--- src/rtl/dmac_pkg.sv ---
// Package: shared offsets, command/status bit positions and types for the
// single-channel DMA register block. Assumes a byte-addressed, 32-bit port.
package dmac_pkg;
    localparam int WORD_W = 32;
    localparam int SIZE_W = 2;

    localparam logic [15:0] OFS_CSR   = 16'h0000;
    localparam logic [15:0] OFS_NEXT  = 16'h4000;
    localparam logic [15:0] OFS_LIMIT = 16'h4004;
    localparam logic [15:0] OFS_START = 16'h4008;
    localparam logic [15:0] OFS_STOP  = 16'h400C;
    localparam logic [15:0] OFS_INIT  = 16'h4200;

    localparam logic [SIZE_W-1:0] SZ_WORD = 2'd2;

    // command bits in a status write
    localparam int CMD_ENA    = 0;
    localparam int CMD_SINGLE = 1;
    localparam int CMD_CLRDN  = 2;
    localparam int CMD_RESET  = 3;
    localparam int CMD_DIR    = 4;
    localparam int CMD_W      = 5;

    // flag bits in a status read
    localparam int ST_ENA    = 0;
    localparam int ST_SINGLE = 1;
    localparam int ST_DONE   = 2;
    localparam int ST_DIR    = 3;

    // number of plain (software-only) pointer registers: start, stop, init
    localparam int N_PLAIN = 3;
    localparam int PL_START = 0;
    localparam int PL_STOP  = 1;
    localparam int PL_INIT  = 2;

    typedef enum logic [2:0] {
        REG_NONE, REG_CSR, REG_NEXT, REG_LIMIT, REG_START, REG_STOP, REG_INIT
    } reg_id_e;

    typedef struct packed {
        logic to_mem;
        logic done;
        logic single;
        logic ena;
    } flags_t;
endpackage

--- src/rtl/dmac_regdec.sv ---
// Register decoder: maps a byte offset to a register identifier and flags
// whether the access size is a full word. Purely combinational.
// Assumes ADDR_W is at least 15 so every offset is representable.
module dmac_regdec import dmac_pkg::*; #(
    parameter int ADDR_W = 16
) (
    input  logic [ADDR_W-1:0] addr,
    input  logic [SIZE_W-1:0] size,
    output reg_id_e           reg_id,
    output logic              word_ok
);
    // Purpose: select the addressed register from the offset.
    always_comb begin
        if (addr == ADDR_W'(OFS_CSR))        reg_id = REG_CSR;
        else if (addr == ADDR_W'(OFS_NEXT))  reg_id = REG_NEXT;
        else if (addr == ADDR_W'(OFS_LIMIT)) reg_id = REG_LIMIT;
        else if (addr == ADDR_W'(OFS_START)) reg_id = REG_START;
        else if (addr == ADDR_W'(OFS_STOP))  reg_id = REG_STOP;
        else if (addr == ADDR_W'(OFS_INIT))  reg_id = REG_INIT;
        else                                 reg_id = REG_NONE;
    end

    // Purpose: accept only 32-bit accesses.
    assign word_ok = (size == SZ_WORD);
endmodule

--- src/rtl/dmac_flags.sv ---
// Status flags: interprets each status write as commands (sets, clears and
// a reset of all four flags) and applies the engine's limit event.
// Assumes the command in a write takes precedence over an engine event in
// the same cycle, and that reset in a write overrides the set commands.
module dmac_flags import dmac_pkg::*; (
    input  logic             clk,
    input  logic             rst_n,
    input  logic             cmd_we,
    input  logic [CMD_W-1:0] cmd,
    input  logic             hit,
    output flags_t           flags
);
    flags_t nxt;

    // Purpose: next flag state from the engine event, then the write commands.
    always_comb begin
        nxt = flags;
        if (hit) begin
            nxt.done = 1'b1;
            if (flags.single) nxt.ena = 1'b0;
        end
        if (cmd_we) begin
            if (cmd[CMD_DIR])    nxt.to_mem = 1'b1;
            if (cmd[CMD_ENA])    nxt.ena    = 1'b1;
            if (cmd[CMD_SINGLE]) nxt.single = 1'b1;
            if (cmd[CMD_CLRDN])  nxt.done   = 1'b0;
            if (cmd[CMD_RESET])  nxt        = '0;
        end
    end

    // Purpose: hold the flags, cleared by the synchronous reset.
    always_ff @(posedge clk) begin
        if (!rst_n) flags <= '0;
        else        flags <= nxt;
    end
endmodule

--- src/rtl/dmac_ptrs.sv ---
// Pointer engine: holds current, limit and the plain pointer registers,
// advances the current pointer on enabled beats and detects the limit.
// Assumes a bus write to a pointer wins over an engine update in the same
// cycle. The limit test is an exact equality after the advance.
module dmac_ptrs import dmac_pkg::*; #(
    parameter int STEP = 4
) (
    input  logic              clk,
    input  logic              rst_n,
    input  logic              wr_next,
    input  logic              wr_limit,
    input  logic [N_PLAIN-1:0] wr_plain,
    input  logic [WORD_W-1:0] wdata,
    input  logic              active,
    input  logic              single,
    input  logic              beat,
    output logic [WORD_W-1:0] next_q,
    output logic [WORD_W-1:0] limit_q,
    output logic [WORD_W-1:0] plain_q [N_PLAIN],
    output logic              hit
);
    localparam logic [WORD_W-1:0] STEP_V = WORD_W'(STEP);

    logic [WORD_W-1:0] adv;
    logic              go;
    logic              reload;

    // Purpose: advance value, beat qualification and limit detection.
    always_comb begin
        adv    = next_q + STEP_V;
        go     = active && beat;
        hit    = go && (adv == limit_q);
        reload = hit && !single;
    end

    // Purpose: current pointer register.
    always_ff @(posedge clk) begin
        if (!rst_n)      next_q <= '0;
        else if (wr_next) next_q <= wdata;
        else if (reload) next_q <= plain_q[PL_START];
        else if (go)     next_q <= adv;
    end

    // Purpose: limit register, reloaded from stop when chaining.
    always_ff @(posedge clk) begin
        if (!rst_n)       limit_q <= '0;
        else if (wr_limit) limit_q <= wdata;
        else if (reload)  limit_q <= plain_q[PL_STOP];
    end

    // Purpose: plain registers written only from the bus.
    for (genvar g = 0; g < N_PLAIN; g++) begin : g_plain
        always_ff @(posedge clk) begin
            if (!rst_n)          plain_q[g] <= '0;
            else if (wr_plain[g]) plain_q[g] <= wdata;
        end
    end
endmodule

--- src/rtl/dmac_chan.sv ---
// Top: one DMA channel register block. Decodes word accesses, routes
// writes to the flag and pointer logic, returns registered read data one
// cycle after a read, and pulses done_irq on the cycle after the limit event.
module dmac_chan import dmac_pkg::*; #(
    parameter int ADDR_W = 16,
    parameter int STEP   = 4
) (
    input  logic              clk,
    input  logic              rst_n,
    input  logic              bus_valid,
    input  logic              bus_write,
    input  logic [ADDR_W-1:0] bus_addr,
    input  logic [SIZE_W-1:0] bus_size,
    input  logic [WORD_W-1:0] bus_wdata,
    output logic [WORD_W-1:0] bus_rdata,
    output logic              bus_rvalid,
    input  logic              xfer_beat,
    output logic [WORD_W-1:0] cur_addr,
    output logic              chan_active,
    output logic              dir_to_mem,
    output logic              done_irq
);
    reg_id_e           reg_id;
    logic              word_ok;
    logic              wr_ok;
    logic              rd_ok;
    flags_t            flags;
    logic              hit;
    logic [WORD_W-1:0] next_q;
    logic [WORD_W-1:0] limit_q;
    logic [WORD_W-1:0] plain_q [N_PLAIN];
    logic [N_PLAIN-1:0] wr_plain;
    logic [WORD_W-1:0] csr_view;
    logic [WORD_W-1:0] rd_mux;

    dmac_regdec #(.ADDR_W(ADDR_W)) dec_i (
        .addr    (bus_addr),
        .size    (bus_size),
        .reg_id  (reg_id),
        .word_ok (word_ok)
    );

    // Purpose: qualify accesses with the size check.
    assign wr_ok = bus_valid && bus_write && word_ok;
    assign rd_ok = bus_valid && !bus_write && word_ok;

    // Purpose: write strobes for the plain pointer registers.
    assign wr_plain[PL_START] = wr_ok && (reg_id == REG_START);
    assign wr_plain[PL_STOP]  = wr_ok && (reg_id == REG_STOP);
    assign wr_plain[PL_INIT]  = wr_ok && (reg_id == REG_INIT);

    dmac_flags flags_i (
        .clk    (clk),
        .rst_n  (rst_n),
        .cmd_we (wr_ok && (reg_id == REG_CSR)),
        .cmd    (bus_wdata[CMD_W-1:0]),
        .hit    (hit),
        .flags  (flags)
    );

    dmac_ptrs #(.STEP(STEP)) ptrs_i (
        .clk      (clk),
        .rst_n    (rst_n),
        .wr_next  (wr_ok && (reg_id == REG_NEXT)),
        .wr_limit (wr_ok && (reg_id == REG_LIMIT)),
        .wr_plain (wr_plain),
        .wdata    (bus_wdata),
        .active   (flags.ena),
        .single   (flags.single),
        .beat     (xfer_beat),
        .next_q   (next_q),
        .limit_q  (limit_q),
        .plain_q  (plain_q),
        .hit      (hit)
    );

    // Purpose: pack the live flags into the status read layout.
    always_comb begin
        csr_view            = '0;
        csr_view[ST_ENA]    = flags.ena;
        csr_view[ST_SINGLE] = flags.single;
        csr_view[ST_DONE]   = flags.done;
        csr_view[ST_DIR]    = flags.to_mem;
    end

    // Purpose: read data selection, zero for unmapped offsets.
    always_comb begin
        unique case (reg_id)
            REG_CSR:   rd_mux = csr_view;
            REG_NEXT:  rd_mux = next_q;
            REG_LIMIT: rd_mux = limit_q;
            REG_START: rd_mux = plain_q[PL_START];
            REG_STOP:  rd_mux = plain_q[PL_STOP];
            REG_INIT:  rd_mux = plain_q[PL_INIT];
            default:   rd_mux = '0;
        endcase
    end

    // Purpose: registered read response and interrupt pulse.
    always_ff @(posedge clk) begin
        if (!rst_n) begin
            bus_rdata  <= '0;
            bus_rvalid <= 1'b0;
            done_irq   <= 1'b0;
        end else begin
            bus_rvalid <= bus_valid && !bus_write;
            bus_rdata  <= rd_ok ? rd_mux : '0;
            done_irq   <= hit;
        end
    end

    assign cur_addr    = next_q;
    assign chan_active = flags.ena;
    assign dir_to_mem  = flags.to_mem;
endmodule

--- config.mk ---
export PLATFORM = sky130hd
export DESIGN_NAME = dmac_chan
export DESIGN_NICKNAME = d
export VERILOG_FILES = /design/src/rtl/dmac_pkg.sv /design/src/rtl/dmac_regdec.sv /design/src/rtl/dmac_flags.sv /design/src/rtl/dmac_ptrs.sv /design/src/rtl/dmac_chan.sv
export SDC_FILE = /design/constraint.sdc
export NUM_CORES = 1
export LEC_CHECK = 0
export BUFFER_PORTS_ARGS = -buffer_cell sky130_fd_sc_hd__buf_4
export CORE_MARGIN = 2
export CORE_UTILIZATION = 51
export CTS_BUF_LIST = sky130_fd_sc_hd__clkbuf_8
export DETAILED_ROUTE_END_ITERATION = 6
export HOLD_SLACK_MARGIN = 0.08
export PLACE_DENSITY_LB_ADDON = 0.12
export SLEW_MARGIN = 10
export SYNTH_ARGS = -nofsm -noshare
export SYNTH_HDL_FRONTEND = slang
export SYNTH_SLANG_ARGS = --single-unit
export TNS_END_PERCENT = 50
--- constraint.sdc ---
create_clock -name clk -period 3.9 [get_ports clk]
set_clock_uncertainty 0.1 [all_clocks]
set_input_delay 0.975 -clock clk [delete_from_list [all_inputs] [get_ports clk]]
set_output_delay 0.975 -clock clk [all_outputs]
set_load 0.005 [all_outputs]
* After elaboration in Yosys (flattened, before gate mapping)
Cells that the tools add are included.
** Word-level totals
- Bits in registers :: 198
- Input bits :: 55
- Output and inout port bits :: 68
- Word-level logic and storage cells :: 70
** Cells by class
- Add/sub/neg operators :: 1
- Equal/unequal tests :: 13
- Multiplexer cells :: 21
- Reductions and logical operators :: 23
** Operators with widths (count)
- $pmux 32 s6 :: 1
- $mux 32 :: 5
- $eq 16x15->1 const B :: 5
- $add 32x3->32 const B :: 1
- $eq 32x32->1 :: 1
- $mux 3 :: 7
- $logic_not 16->1 :: 1
- $logic_and 1x1->1 :: 13
- $eq 3x3->1 const B :: 3
- $mux 1 :: 7
- $eq 3x2->1 const B :: 2
- $reduce_and 2->1 :: 3
- $reduce_bool 2->1 :: 3
- $mux 4 :: 1
- $eq 3x1->1 const B :: 1
- $reduce_bool 3->1 :: 1
- $eq 2x2->1 const B :: 1
- $logic_not 1->1 :: 2

* Logic depth before layout (Yosys ltp)
- Depth in word-level cells :: 10
- Gate-level depth with buffers :: 15
- Gate-level depth less buffers :: 11

* By module
A second synthesis with hierarchy kept.
** Second synthesis, totals
- Cell total of the unflattened synthesis :: 1240
- Area total of the unflattened synthesis :: 11180.7 µm²
** Modules (own cells, without submodules)
- dmac_ptrs :: times used 1, cells an instance 930, area each 8335.5 µm²
- dmac_chan :: times used 1, cells an instance 283, area each 2618.8 µm²
- dmac_flags :: times used 1, cells an instance 14, area each 145.1 µm²
- dmac_regdec :: times used 1, cells an instance 13, area each 81.3 µm²

* Least setup slack after synthesis
OpenSTA, ideal clock, no wires.
- Path type :: flip-flop to flip-flop
- From :: reg ptrs_i.next_q[3]
- To :: reg ptrs_i.next_q[11]
- Arrival :: 3332 ps
- Data required time :: 3682 ps
- Path slack :: 351 ps
- Cell stages (with the launch flop) :: 16
- Path buffers :: 4
- Period minus slack after synthesis :: 3549 ps
- Cell sequence :: dfxtp_1 -> ha_1 -> clkbuf_1 -> nand4_1 -> clkbuf_1 -> nor4_1 -> nand2_1 -> nor3_2 -> o31ai_1 -> nor4b_2 -> and4_1 -> buf_4 -> buf_4 -> nand2_2 -> o211ai_1 -> nor2_1
** On the way
- Longest elaborated chain between the ends :: 6
** RTL lines
- start, declared :: RTL line dmac_ptrs.sv:17 : output logic [WORD_W-1:0] next_q,
- start signal, assigned :: RTL line dmac_ptrs.sv:39 : else if (wr_next) next_q <= wdata;
- start signal, assigned :: RTL line dmac_ptrs.sv:40 : else if (reload) next_q <= plain_q[PL_START];
- start signal, assigned :: RTL line dmac_ptrs.sv:41 : else if (go) next_q <= adv;
- $add 32x3->32 * :: RTL line dmac_ptrs.sv:30 : adv = next_q + STEP_V;
- $eq 32x32->1 :: RTL line dmac_ptrs.sv:32 : hit = go && (adv == limit_q);
- $logic_and 1x1->1 :: RTL line dmac_ptrs.sv:32
- $logic_and 1x1->1 :: RTL line dmac_ptrs.sv:33 : reload = hit && !single;
- $mux 32 :: RTL line dmac_ptrs.sv:40
- $mux 32 :: RTL line dmac_ptrs.sv:39
Mark *: on every way between the ends. The rest lies on a longest branch, timed or not. The select of a mux whose other input is x is not followed.
A chain may end at the register's enable or synchronous reset.

* Worst setup path after layout
- From :: reg ptrs_i.next_q[2]
- To :: reg ptrs_i.next_q[5]
Same word-level chain as after synthesis.

==> results.md <==
* Status: complete, no violations
* Nets@finish at 1410
* Die H at 145 um
* Post-route insts no fill at 1632
* Initial Util at 51.9%
* Fillers at 1808
* Post-synth EDFFs at 0
* Total power at 3.68 mW
* Setup crit end kind: register
* Register area at 0.00397 sq mm
* Total Routed Length at 34000 um
* Area Overhead vs Synth at 19.3%
* Reg2reg path depth at 14
* Die area at 0.0209 sq mm
* Footprint of the multi-input gates at 0.00563 sq mm
* HP Class: register to register
* Clock root cell: clkbuf_8
* Total number of vias at 10000
* Crit Path Class: register to register
* Max VDD drop at 0.270 mV
* Seq cells post-synth at 198
* DP HPWL at 23700 um
* Hold path cells at 2
* Metal2 WL at 15500 um
* Proportion of layout cells with a drive suffix above 1 at 19.7%
* Register area share after synthesis at 39.4%
* Pre-antenna DRT Iters at 6
* Residual DRC count at 0
* Worst endpoint required time at 4210 ps
* Cell Count Post-Placement at 1599
* Initial DRC count at 1150
* Met3 routed WL at 2520 um
* Worst slew pin tran at 1020 ps
* Hold buffer count at CTS at 0
* Hold Fails Final Rpt at 0
* Pwr dens at 306 mW/mm^2
* Crit path launch type: register
* Post-synth cell types at 70
* Routed Antenna Nets at 0
* Worst Path Arrival at 4050 ps
* Top sig layer: met4
* I/O pin total at 123
* First-pass GRT wire length at 52200 um
* Rel. slew slack at 32.1%
* Setup TNS at 0 ps
* Mapped Avg Cell Area at 8.13 sq um
* Clk buf depth at 2
* Asr flop ratio synth at 0%
* Grt ovf at 0
* Worst skew pair latency at 490 ps
* Synthesized instance count at 1238
* Post-Syn Area at 0.0101 sq mm
* CTS Sinks at 198
* Vias/cell at 6.16
* Row cnt at 51
* Top_reg_cell synth: dfxtp_1
* Yosys warning total at 0
* Die width at 145 um
* Pin count of the biggest net entering global routing at 115
* Crit share post-route at 95.8%
* Final Wtd Congestion at 1.00
* Vias in the first global route at 9118
* Initial antenna violation count at 0
* RSZ-0062 raised after global routing: false
* PortBufs at 122
* Met1 wire length at 15500 um
* CTS tree: built
* Total core area at 0.0194 sq mm
* CTS Buf Count at 17
* Endpoints failing setup at 0
* Maximum clock frequency at 268 MHz
* Final Max Tran Viols at 0
* Lkg Pwr at 4.46 nW
* Critical Path Fanout Max at 43
* Syn Nets at 1294
* # diodes at 0
* GR Util All Layers at 32.6%
* CTS H-tree depth at 4
* Tmin final at 3740 ps
* Clock transition at the registers of the reported paths at 110 ps
* Routed wire per std cell at 20.9 um
* Max-cap violations at 0
## layout by cell type (no fill, tap or decap), types with 4 or more instances in the layout
cell	instances
mux2i_1	42
and2_1	9
nor2_1	35
nand2_1	250
nand3_1	29
nor3_1	11
or3_1	8
inv_8	4
nor4_1	19
o31ai_1	4
inv_1	12
o21a_1	6
a31oi_1	16
xor2_1	15
clkbuf_8	18
a21oi_1	86
a21boi_0	96
xnor2_1	22
o21ai_0	71
nor2_2	4
and3_1	11
o2111ai_1	4
a22o_1	4
nor3_2	6
buf_12	4
nand4_1	16
or4_1	5
a22oi_1	35
a222oi_1	32
nor2b_1	9
clkinv_4	4
dfxtp_1	197
o31a_1	4
a211oi_1	5
buf_4	202
o211ai_1	6
## flip-flops by register name, indices dropped and copies added (netlist names)
signal,flops
bus_rdata,32
bus_rvalid,1
done_irq,1
flags_i.flags,4
ptrs_i.limit_q,32
ptrs_i.next_q,32
ptrs_i.plain_q,96
## cell families (layout without fill, tap and decap cells)
family / count (synthesis) / count (layout) / share of synthesized area [%]
AO/OA/AOI/OAI: 393 / 393 / 26.3
XOR/XNOR: 39 / 39 / 3.67
adder cells (fa/ha/maj): 2 / 2 / 0.224
buffers and inverters: 121 / 250 / 5.11
flip-flops: 198 / 198 / 39.4
multiplexers: 46 / 46 / 4.66
AND/OR/NAND/NOR: 439 / 439 / 20.7
## metrics by stage
step	hold slack [ps]	setup WS, ps	util [%]	area, sq um
6_report	375	164	61.9	12000
5_1_grt	399	16.7	61.9	12000
4_1_cts	374	133	61.8	12000
3_5_place_dp	360	19.6	59.6	11600
3_3_place_gp	352	42.8	59.6	11600
2_1_floorplan	343	351	-	10100
## power breakdown
group,switching (mW),internal [mW],total (mW),leakage [nW]
sequential,0.00583,2.02,2.03,1.59
combinational,0.0899,0.0755,0.165,2.65
clock,0.809,0.673,1.48,0.221
## area by class of cell
type | count | share of cell area [%]
inverter | 12 | 0.375
clock buffer | 18 | 2.06
clock inverter | 14 | 1.59
sequential | 198 | 33.0
timing repair buffer | 206 | 13.3
tap | 265 | 2.76
multi-input combinational | 919 | 46.9
## worst max-delay path, stage by stage (launching register included)
cell and delay [ps]:
dfxtp_1 350, ha_1 160, nand4_1 220, buf_4 230, nor4_1 430, buf_4 210, nand2_1 150, a31oi_1 210
nand4_1 160, nor4b_4 410, nand4_4 180, buf_12 220, and2_0 190, o31a_1 270, a21oi_1 150
## what timing repair did
action,4_1_cts,5_1_grt
setup endpoints to repair,0,8
buffers inserted,0,1
resized for setup,0,3
## cell usage after synthesis, types with 5 or more instances
cell type | instances | area, sq um
and3_1 | 11 | 68.8
a22oi_1 | 35 | 263
dfxtp_1 | 198 | 3960
nand4_1 | 16 | 100
nor2b_1 | 9 | 56.3
nor3_1 | 14 | 70.1
o21ai_0 | 71 | 355
nor4_1 | 20 | 125
a31oi_1 | 16 | 100
nor2_1 | 39 | 146
mux2i_1 | 42 | 420
inv_1 | 12 | 45.0
xnor2_1 | 22 | 193
clkbuf_1 | 83 | 312
nand2_1 | 250 | 938
a222oi_1 | 32 | 320
or3_1 | 8 | 50.1
o21a_1 | 6 | 45.0
buf_4 | 5 | 37.5
a21oi_1 | 86 | 430
and2_1 | 9 | 56.3
buf_2 | 15 | 75.1
o211ai_1 | 6 | 45.0
nand3_1 | 29 | 145
xor2_1 | 15 | 131
a21boi_0 | 96 | 721
or4_1 | 5 | 37.5
a211oi_1 | 5 | 37.5
## metal layers
metal / vias up / GRT usage [%]
li1: 4704 / -
met1: 4836 / 46.5
met2: 465 / 51.2
met3: 41 / 4.97
met4: 0 / 9.30
met5: - / 0
## final timing paths
path	startpoint	endpoint	slack [ps]
worst max-delay path	ptrs_i.next_q[2]	ptrs_i.next_q[5]	160
worst min-delay path	ptrs_i.plain_q[31]	ptrs_i.plain_q[31]	370
worst max register to register	ptrs_i.next_q[2]	ptrs_i.next_q[5]	160
worst min register to register	ptrs_i.plain_q[31]	ptrs_i.plain_q[31]	370
Power figures use the tool's default switching activity.
